<file path="src/rtl/half_pack_pkg.sv">
package half_pack_pkg;

  typedef enum logic [1:0] {
    PK_UPPER_ONLY  = 2'd0,
    PK_LOWER_ONLY  = 2'd1,
    PK_UPPER_FIRST = 2'd2,
    PK_LOWER_FIRST = 2'd3
  } pack_mode_e;

  // first-position half of a mode: upper for even codes, lower for odd codes
  function automatic logic first_is_upper(input logic [1:0] mode);
    return ~mode[0];
  endfunction

  // modes 0 and 1 complete a word on every result
  function automatic logic is_single_half(input logic [1:0] mode);
    return ~mode[1];
  endfunction

endpackage

</file>
<file path="src/rtl/hp_mode_track.sv">
module hp_mode_track (
  input  logic       clk,
  input  logic       rst,
  input  logic [1:0] mode,
  output logic       mode_changed
);
  logic [1:0] prev_q;

  always_ff @(posedge clk) begin
    if (rst) prev_q <= 2'd0;
    else     prev_q <= mode;
  end

  assign mode_changed = (mode != prev_q);
endmodule

</file>
<file path="src/rtl/hp_lane_sel.sv">
module hp_lane_sel
  import half_pack_pkg::*;
(
  input  logic [1:0] mode,
  input  logic       simul_en,
  input  logic       res_is_slave,
  input  logic       ptr_upper_q,
  input  logic       mode_changed,
  output logic       tgt_upper,
  output logic       completes,
  output logic       single,
  output logic       ptr_after
);
  logic first_up;
  logic eff_ptr;

  always_comb begin
    first_up = first_is_upper(mode);
    single   = is_single_half(mode);
    eff_ptr  = mode_changed ? first_up : ptr_upper_q;
    if (single) begin
      tgt_upper = first_up;
      completes = 1'b1;
    end else begin
      if (simul_en) tgt_upper = res_is_slave ? ~first_up : first_up;
      else          tgt_upper = eff_ptr;
      completes = (tgt_upper != first_up);
    end
    ptr_after = completes ? first_up : ~first_up;
  end
endmodule

</file>
<file path="src/rtl/hp_word_asm.sv">
module hp_word_asm #(
  parameter int RES_W = 16
) (
  input  logic               clk,
  input  logic               rst,
  input  logic               res_valid,
  input  logic [RES_W-1:0]   res_data,
  input  logic               tgt_upper,
  input  logic               completes,
  input  logic               single,
  output logic [2*RES_W-1:0] word_data,
  output logic               word_valid
);
  localparam int WORD_W = 2 * RES_W;

  logic [RES_W-1:0]  hold_q;
  logic [RES_W-1:0]  other_half;
  logic [WORD_W-1:0] word_q;
  logic              valid_q;

  assign other_half = single ? '0 : hold_q;

  always_ff @(posedge clk) begin
    if (rst) begin
      hold_q  <= '0;
      word_q  <= '0;
      valid_q <= 1'b0;
    end else begin
      valid_q <= res_valid && completes;
      if (res_valid && !completes) hold_q <= res_data;
      if (res_valid && completes) begin
        if (tgt_upper) word_q <= {res_data, other_half};
        else           word_q <= {other_half, res_data};
      end
    end
  end

  assign word_data  = word_q;
  assign word_valid = valid_q;
endmodule

</file>
<file path="src/rtl/hp_flag_ctl.sv">
module hp_flag_ctl (
  input  logic clk,
  input  logic rst,
  input  logic fire,
  input  logic rd_ack,
  input  logic irq_en,
  output logic data_ready,
  output logic done_irq
);
  logic ready_q;
  logic irq_q;

  always_ff @(posedge clk) begin
    if (rst) begin
      ready_q <= 1'b0;
      irq_q   <= 1'b0;
    end else begin
      irq_q <= fire && irq_en;
      if (fire)        ready_q <= 1'b1;
      else if (rd_ack) ready_q <= 1'b0;
    end
  end

  assign data_ready = ready_q;
  assign done_irq   = irq_q;
endmodule

</file>
<file path="src/rtl/half_pack_unit.sv">
module half_pack_unit #(
  parameter int RES_W = 16
) (
  input  logic               clk,
  input  logic               rst,
  input  logic [1:0]         pack_mode,
  input  logic               simul_en,
  input  logic               irq_en,
  input  logic               res_valid,
  input  logic [RES_W-1:0]   res_data,
  input  logic               res_is_slave,
  input  logic               rd_ack,
  output logic [2*RES_W-1:0] word_data,
  output logic               word_valid,
  output logic               data_ready,
  output logic               next_upper,
  output logic               done_irq
);
  import half_pack_pkg::*;

  logic mode_changed;
  logic ptr_upper_q;
  logic tgt_upper, completes, single, ptr_after;

  hp_mode_track u_mode (
    .clk(clk), .rst(rst), .mode(pack_mode), .mode_changed(mode_changed)
  );

  hp_lane_sel u_lane (
    .mode(pack_mode), .simul_en(simul_en), .res_is_slave(res_is_slave),
    .ptr_upper_q(ptr_upper_q), .mode_changed(mode_changed),
    .tgt_upper(tgt_upper), .completes(completes), .single(single),
    .ptr_after(ptr_after)
  );

  always_ff @(posedge clk) begin
    if (rst)               ptr_upper_q <= 1'b1;
    else if (res_valid)    ptr_upper_q <= ptr_after;
    else if (mode_changed) ptr_upper_q <= first_is_upper(pack_mode);
  end

  assign next_upper = ptr_upper_q;

  hp_word_asm #(.RES_W(RES_W)) u_asm (
    .clk(clk), .rst(rst), .res_valid(res_valid), .res_data(res_data),
    .tgt_upper(tgt_upper), .completes(completes), .single(single),
    .word_data(word_data), .word_valid(word_valid)
  );

  hp_flag_ctl u_flags (
    .clk(clk), .rst(rst), .fire(res_valid && completes), .rd_ack(rd_ack),
    .irq_en(irq_en), .data_ready(data_ready), .done_irq(done_irq)
  );
endmodule

</file>
<file path="config.mk">
export PLATFORM = sky130hd
export DESIGN_NAME = half_pack_unit
export DESIGN_NICKNAME = d
export VERILOG_FILES = /design/src/rtl/half_pack_pkg.sv /design/src/rtl/hp_mode_track.sv /design/src/rtl/hp_lane_sel.sv /design/src/rtl/hp_word_asm.sv /design/src/rtl/hp_flag_ctl.sv /design/src/rtl/half_pack_unit.sv
export SDC_FILE = /design/constraint.sdc
export NUM_CORES = 1
export LEC_CHECK = 0
export ABC_AREA = 1
export BUFFER_PORTS_ARGS = -buffer_cell sky130_fd_sc_hd__buf_2
export CAP_MARGIN = 20
export CORE_MARGIN = 2
export CORE_UTILIZATION = 51
export CTS_BUF_LIST = sky130_fd_sc_hd__clkbuf_4 sky130_fd_sc_hd__clkbuf_8
export DETAILED_ROUTE_END_ITERATION = 6
export PLACE_DENSITY = 0.78
export SETUP_SLACK_MARGIN = 0.1
export SLEW_MARGIN = 20
export SYNTH_ARGS = -nofsm -noshare
export SYNTH_HDL_FRONTEND = slang
export SYNTH_SLANG_ARGS = --single-unit
</file>
<file path="constraint.sdc">
create_clock -name clk -period 1.6 [get_ports clk]
set_clock_uncertainty 0.1 [all_clocks]
set_input_delay 0 -clock clk [delete_from_list [all_inputs] [get_ports clk]]
set_output_delay 0 -clock clk [all_outputs]
set_load 0.1 [all_outputs]
</file>
---- Word-level counts from Yosys, hierarchy flattened ----
Index checks and enable logic that the tools add are counted.
word-level totals
  bits in writable memories ............... 0
  bits in read-only memories .............. 0
  word-level logic and storage cells ...... 27
  output and inout bits ................... 36
  bits in latches ......................... 0
  memories ................................ 0
  flip-flop bits (word level) ............. 54
operators by class
  mux-type cells .......................... 12
  bitwise gates (word level) .............. 1
  reductions and logical operators ........ 5
  multiply operators ...................... 0
  add/sub/neg operators ................... 0
  shift-type cells ........................ 0
  div/mod/pow operators ................... 0
  equality and inequality tests ........... 2
  order comparisons ....................... 0
operators by type and width
  cell               count
  $mux 32            1
  $mux 16            1
  $mux 1             10
  $logic_and 1x1->1  3
  $ne 2x2->1         1
  $reduce_bool 2->1  1
  $logic_not 1->1    1
  $ne 1x1->1         1
  $not 1->1          1

---- Depth between registers and ports, before layout ----
  depth in word-level cells ............... 8
  depth in mapped cells ................... 12
  mapped depth without buffers ............ 11

---- Cells and area by module ----
From an unflattened synthesis, not the netlist that was laid out.
second synthesis, totals
  cells, all modules ...................... 453
  area total of the unflattened synthesis .. 2735.1 um2
by module, submodules not included
  module          area an instance (um2)  instances  cells an instance
  hp_word_asm     2418.6                  1          401
  hp_lane_sel     101.3                   1          20
  hp_mode_track   82.6                    1          12
  hp_flag_ctl     72.6                    1          9
  half_pack_unit  60.1                    1          11

---- Least setup slack after synthesis ----
Ideal clock, no wire load.
  kind .................................... register to register
  start point ............................. reg ptr_upper_q (netlist: next_upper)
  end point ............................... reg u_asm.hold_q[11]
  cell stages (with the launch flop) ...... 11
  path buffers ............................ 1
  slack ................................... -534 ps
  data required time ...................... 1385 ps
  library setup time ...................... 115 ps
  data arrival time ....................... 1919 ps
  clock period less this slack ............ 2134 ps
  cells stage by stage .................... dfxtp_1 > a21oi_1 > nand2_1 > nand3_2 > nand2_2 > nand3_2 > nand2_1 > buf_2 > nand3_1 > nand2_1 > nor2_1
between the ends
  longest elaborated chain between the ends .. 7
ends and longest elaborated chain
  what                    RTL line              RTL
  from (decl)             half_pack_unit.sv:22  logic ptr_upper_q;
  from (signal assigned)  half_pack_unit.sv:38  else if (res_valid) ptr_upper_q <= ptr_after;
  from (signal assigned)  half_pack_unit.sv:39  else if (mode_changed) ptr_upper_q <= first_is_upper(pack_mode);
  $mux 1                  hp_lane_sel.sv:20     eff_ptr = mode_changed ? first_up : ptr_upper_q;
  $mux 1                  hp_lane_sel.sv:25     if (simul_en) tgt_upper = res_is_slave ? ~first_up : first_up;
  $mux 1                  hp_lane_sel.sv:21     if (single) begin
  $ne 1x1->1              hp_lane_sel.sv:27     completes = (tgt_upper != first_up);
  $mux 1                  hp_lane_sel.sv:21
  $logic_not 1->1         hp_word_asm.sv:30     if (res_valid && !completes) hold_q <= res_data;
  $logic_and 1x1->1       hp_word_asm.sv:30
  to (signal assigned)    hp_word_asm.sv:30
  to (decl)               hp_word_asm.sv:16     logic [RES_W-1:0] hold_q;
Every way passes these cells. The select of a mux whose other input is x is not followed.
A chain may end at the register's enable or synchronous reset.

---- Worst setup path after layout ----
  start point ............................. reg u_mode.prev_q[1]
  end point ............................... reg u_asm.hold_q[15]
between the ends
  longest elaborated chain between the ends .. 8
ends and longest elaborated chain
  what                    RTL line             RTL
  from (decl)             hp_mode_track.sv:7   logic [1:0] prev_q;
  from (signal assigned)  hp_mode_track.sv:11  else prev_q <= mode;
  $ne 2x2->1              hp_mode_track.sv:14  assign mode_changed = (mode != prev_q);
  $mux 1                  hp_lane_sel.sv:20
  $mux 1                  hp_lane_sel.sv:25
  $mux 1                  hp_lane_sel.sv:21
  $ne 1x1->1              hp_lane_sel.sv:27
  $mux 1                  hp_lane_sel.sv:21
  $logic_not 1->1         hp_word_asm.sv:30
  $logic_and 1x1->1       hp_word_asm.sv:30
Every way passes these cells. The select of a mux whose other input is x is not followed.

==> flow_summary.yaml <==
outcome:
  outcome: "complete, but fails checks"
  violations: "setup timing"
finish:
  drive_above_1_share_pct: 24.5
  fin_nets: 563
  area.growth.synth_to_final_pct: 36.1
  num_antenna_cells: 0
  fin_area_um2: 3750
place:
  port_buffers: 60
  pre_cts_slack_ns: -0.122
  post_dp_cell_area_um2: 3170
  finalWeightedCongestion: 0.923
  detailedPlacementHpwl_um: 4900
global_route:
  grt_util_all_layers_pct: 27.0
  grt_overflow: 0
  grt_pass1_wl_um: 13200
  grt_max_degree: 49
  antenna_found_initial: 0
  grt_pass1_vias: 2795
critical_path:
  timing.setup.critical_path_class: "reg2reg"
  required_arrival_time_at_the_worst_endpoint_ns: 1.70
  r2r.worst_path.cells: 10
  cp_max_fo: 28
  timing.rr.end: "u_asm.hold_q[15]"
  crit_path_start_kind: "flip-flop"
  end_kind: "flip-flop"
  r2r_start: "u_mode.prev_q[1]"
  cp_data_arrival_time_ns: 1.86
  worst_setup_slack_for_register_to_register_paths_ns: -0.16
flow_run:
  max_cap_violations: 0
cts:
  cts_tree: "done"
  clk_root_buffer_cell: "sky130_fd_sc_hd__clkbuf_8"
  cts.reportedPaths.clkPinSlew_ns: 0.10
  worst_skew_pair.late_latency_ns: 0.32
  cts_made_buffers: 5
  max-clock-path-buffers: 2
  htree_num_levels: 2
  clock-sinks: 54
floorplan:
  initial_core_util_pct: 53.3
  fp-row-count: 26
  fp.coreArea_um2: 5170
  fp.dieH_um: 77.5
  num_io_pins: 61
  design.die.area_um2: 6010
  fp.dieW_um: 77.5
worst_hold_path:
  min_delay_endpoint: "next_upper"
  hold_crit_depth: 4
  hp-class: "in2reg"
  min_from: "pack_mode[0]"
pwr:
  power.share.sequential_pct: 38.7
  netSwitchingPower_mw: 1.60
  cellInternalPower_mw: 2.33
  gate_power_share_pct: 37.1
  cellPowerDensity_nw_per_um2: 1050
  max-vdd-ir-drop_v: 0.000512
  clkPwrFrac_pct: 24.2
  leak_nw: 2.00
  design_power_total_mw: 3.93
  p_sw_share_pct: 40.6
sta:
  timing_worst_slew_pin_value_ns: 0.589
  report.final.setup_viol: 49
  timing.fmax_mhz: 567
  holdWs_ns: 0.0586
  period_minus_slack_ns: 1.76
  final-hold-violation-count: 0
  rsz0062_at_grt: "yes"
  timing.final.crit_share_pct: 110
  max_slew_margin_pct: 60.6
  timing.final.ws_setup_ns: -0.164
  report.final.slew_viol_count: 0
synth:
  avgSynthCellArea_um2: 6.08
  post_synth_instance_area_um2: 2760
  synthesis_warning_total: 0
  synth-seq-area-share_pct: 39.2
  synth_nets: 478
  synth_cell_types: 18
  postSynthRegisterBits: 54
  postSynthCellCount: 453
detailed_routing:
  avgRoutedWirePerCell_um: 13.3
  vias: 3049
  drt-total-wl_um: 8120
  detail-route-antenna-nets: 0
  drt_iter0_drc: 291
  drc_violations: 0
  firstDrtPassIters: 5
  drt-vias-per-instance: 5.01
==> worst max-delay path by stage <==
stage,from,to,slack [ns]
final,u_mode.prev_q[1],u_asm.hold_q[15],-0.16
after global routing,u_mode.prev_q[1],u_asm.word_data[19],-0.22
after CTS,u_mode.prev_q[1],u_asm.word_data[6],-0.006
after detailed placement,u_mode.prev_q[1],u_asm.word_data[2],-0.12
after global placement,u_mode.prev_q[1],u_asm.word_data[2],-0.10
after floorplan,next_upper,next_upper,-0.03
==> cell type report <==
cell class              count  area (µm²)
repair buffers            103         777
flip-flops and latches     54        1090
clock inverters             1        30.0
clock buffers               6        82.6
inverters                  55         209
well taps                  70        87.6
multi-input cells         319        1480
fillers                   409        1420
==> sequential cells by signal, summed over array words and instances (netlist names) <==
register and cells:
u_asm.word_valid 1, u_asm.hold_q 16, u_mode.prev_q 2, next_upper 1, u_flags.done_irq 1, u_flags.data_ready 1, u_asm.word_data 32
==> cells in the final DEF, fill, tap and decap left out, types with 3 or more instances in the layout <==
cell | netlist | final
sky130_fd_sc_hd__inv_1 | 52 | 51
sky130_fd_sc_hd__buf_2 | 7 | 60
sky130_fd_sc_hd__nand3_4 | 0 | 3
sky130_fd_sc_hd__nand2_1 | 156 | 138
sky130_fd_sc_hd__nand3_1 | 49 | 46
sky130_fd_sc_hd__dlygate4sd3_1 | 0 | 23
sky130_fd_sc_hd__a21oi_1 | 19 | 17
sky130_fd_sc_hd__nand2_2 | 2 | 18
sky130_fd_sc_hd__nor2_1 | 83 | 75
sky130_fd_sc_hd__dfxtp_1 | 54 | 52
sky130_fd_sc_hd__inv_2 | 3 | 3
sky130_fd_sc_hd__buf_4 | 3 | 7
sky130_fd_sc_hd__clkbuf_8 | 0 | 6
sky130_fd_sc_hd__buf_6 | 3 | 7
sky130_fd_sc_hd__nand3_2 | 4 | 4
sky130_fd_sc_hd__nor2_2 | 0 | 6
sky130_fd_sc_hd__buf_12 | 0 | 3
==> synthesized netlist by cell type (all sizes together) <==
| cell | count | area share [%] |
|---|---|---|
| a21oi | 19 | 3.5 |
| dfxtp | 54 | 39 |
| nand3 | 53 | 10 |
| xnor2 | 1 | 0.32 |
| nor3b | 1 | 0.45 |
| o21ai | 2 | 0.36 |
| nand4 | 1 | 0.23 |
| nor2 | 83 | 11 |
| nand2 | 158 | 22 |
| buf | 18 | 4.0 |
| inv | 55 | 7.5 |
| clkbuf | 8 | 1.1 |
==> critical path, stage by stage, from the launching register on <==
cell and delay, ns:
sky130_fd_sc_hd__dfxtp_2 0.36, sky130_fd_sc_hd__inv_2 0.05, sky130_fd_sc_hd__nand2_2 0.07, sky130_fd_sc_hd__nand2_2 0.05, sky130_fd_sc_hd__nand2_2 0.10, sky130_fd_sc_hd__nand3_4 0.11
sky130_fd_sc_hd__nand4_1 0.17, sky130_fd_sc_hd__nand2_2 0.11, sky130_fd_sc_hd__buf_12 0.17, sky130_fd_sc_hd__a21oi_1 0.26, sky130_fd_sc_hd__nor2_1 0.09
==> per-stage QoR <==
step,TNS (ns),cells,utilization (%)
after floorplan,-0.598,453,-
after global placement,-1.23,572,61.2
after detailed placement,-2.35,572,61.2
final,-4.20,608,72.5
after CTS,-0.0135,606,70.5
after global routing,-8.63,608,72.5
==> cell families after synthesis <==
kind of cell / synth area share (%)
AOI/OAI and AO/OA: 3.81
xor gates and xnor gates: 0.318
buffers and inverters: 12.6
DFF: 39.2
and+or+nand+nor: 44.1
==> metal layers <==
| layer | track usage, % | wire [µm] | vias to the layer above |
|---|---|---|---|
| li1 | - | - | 1532 |
| met1 | 36.2 | 3500 | 1353 |
| met2 | 44.9 | 3750 | 135 |
| met3 | 4.53 | 676 | 29 |
| met4 | 7.50 | 195 | 0 |
| met5 | 0 | 0 | - |
==> what timing repair did <==
item / 4_1_cts / 5_1_grt
gates resized for setup: 33 / 21
buffers inserted: 2 / 1
endpoints found under the hold margin: 39 / 0
pin swaps: 15 / 5
hold buffers: 23 / 0
cloned: 2 / 1
endpoints found under the setup margin: 52 / 52
==> power by group through the flow <==
stage / logic, mW / registers (mW) / clock network [mW]
after floorplan: 0.458 / 2.12 / 0
after global placement: 1.27 / 1.54 / 0
after detailed placement: 1.28 / 1.55 / 0
after CTS: 1.39 / 1.52 / 0.950
after global routing: 1.55 / 1.53 / 1.01
final: 1.46 / 1.52 / 0.951
(Power assumes the default switching activity.)
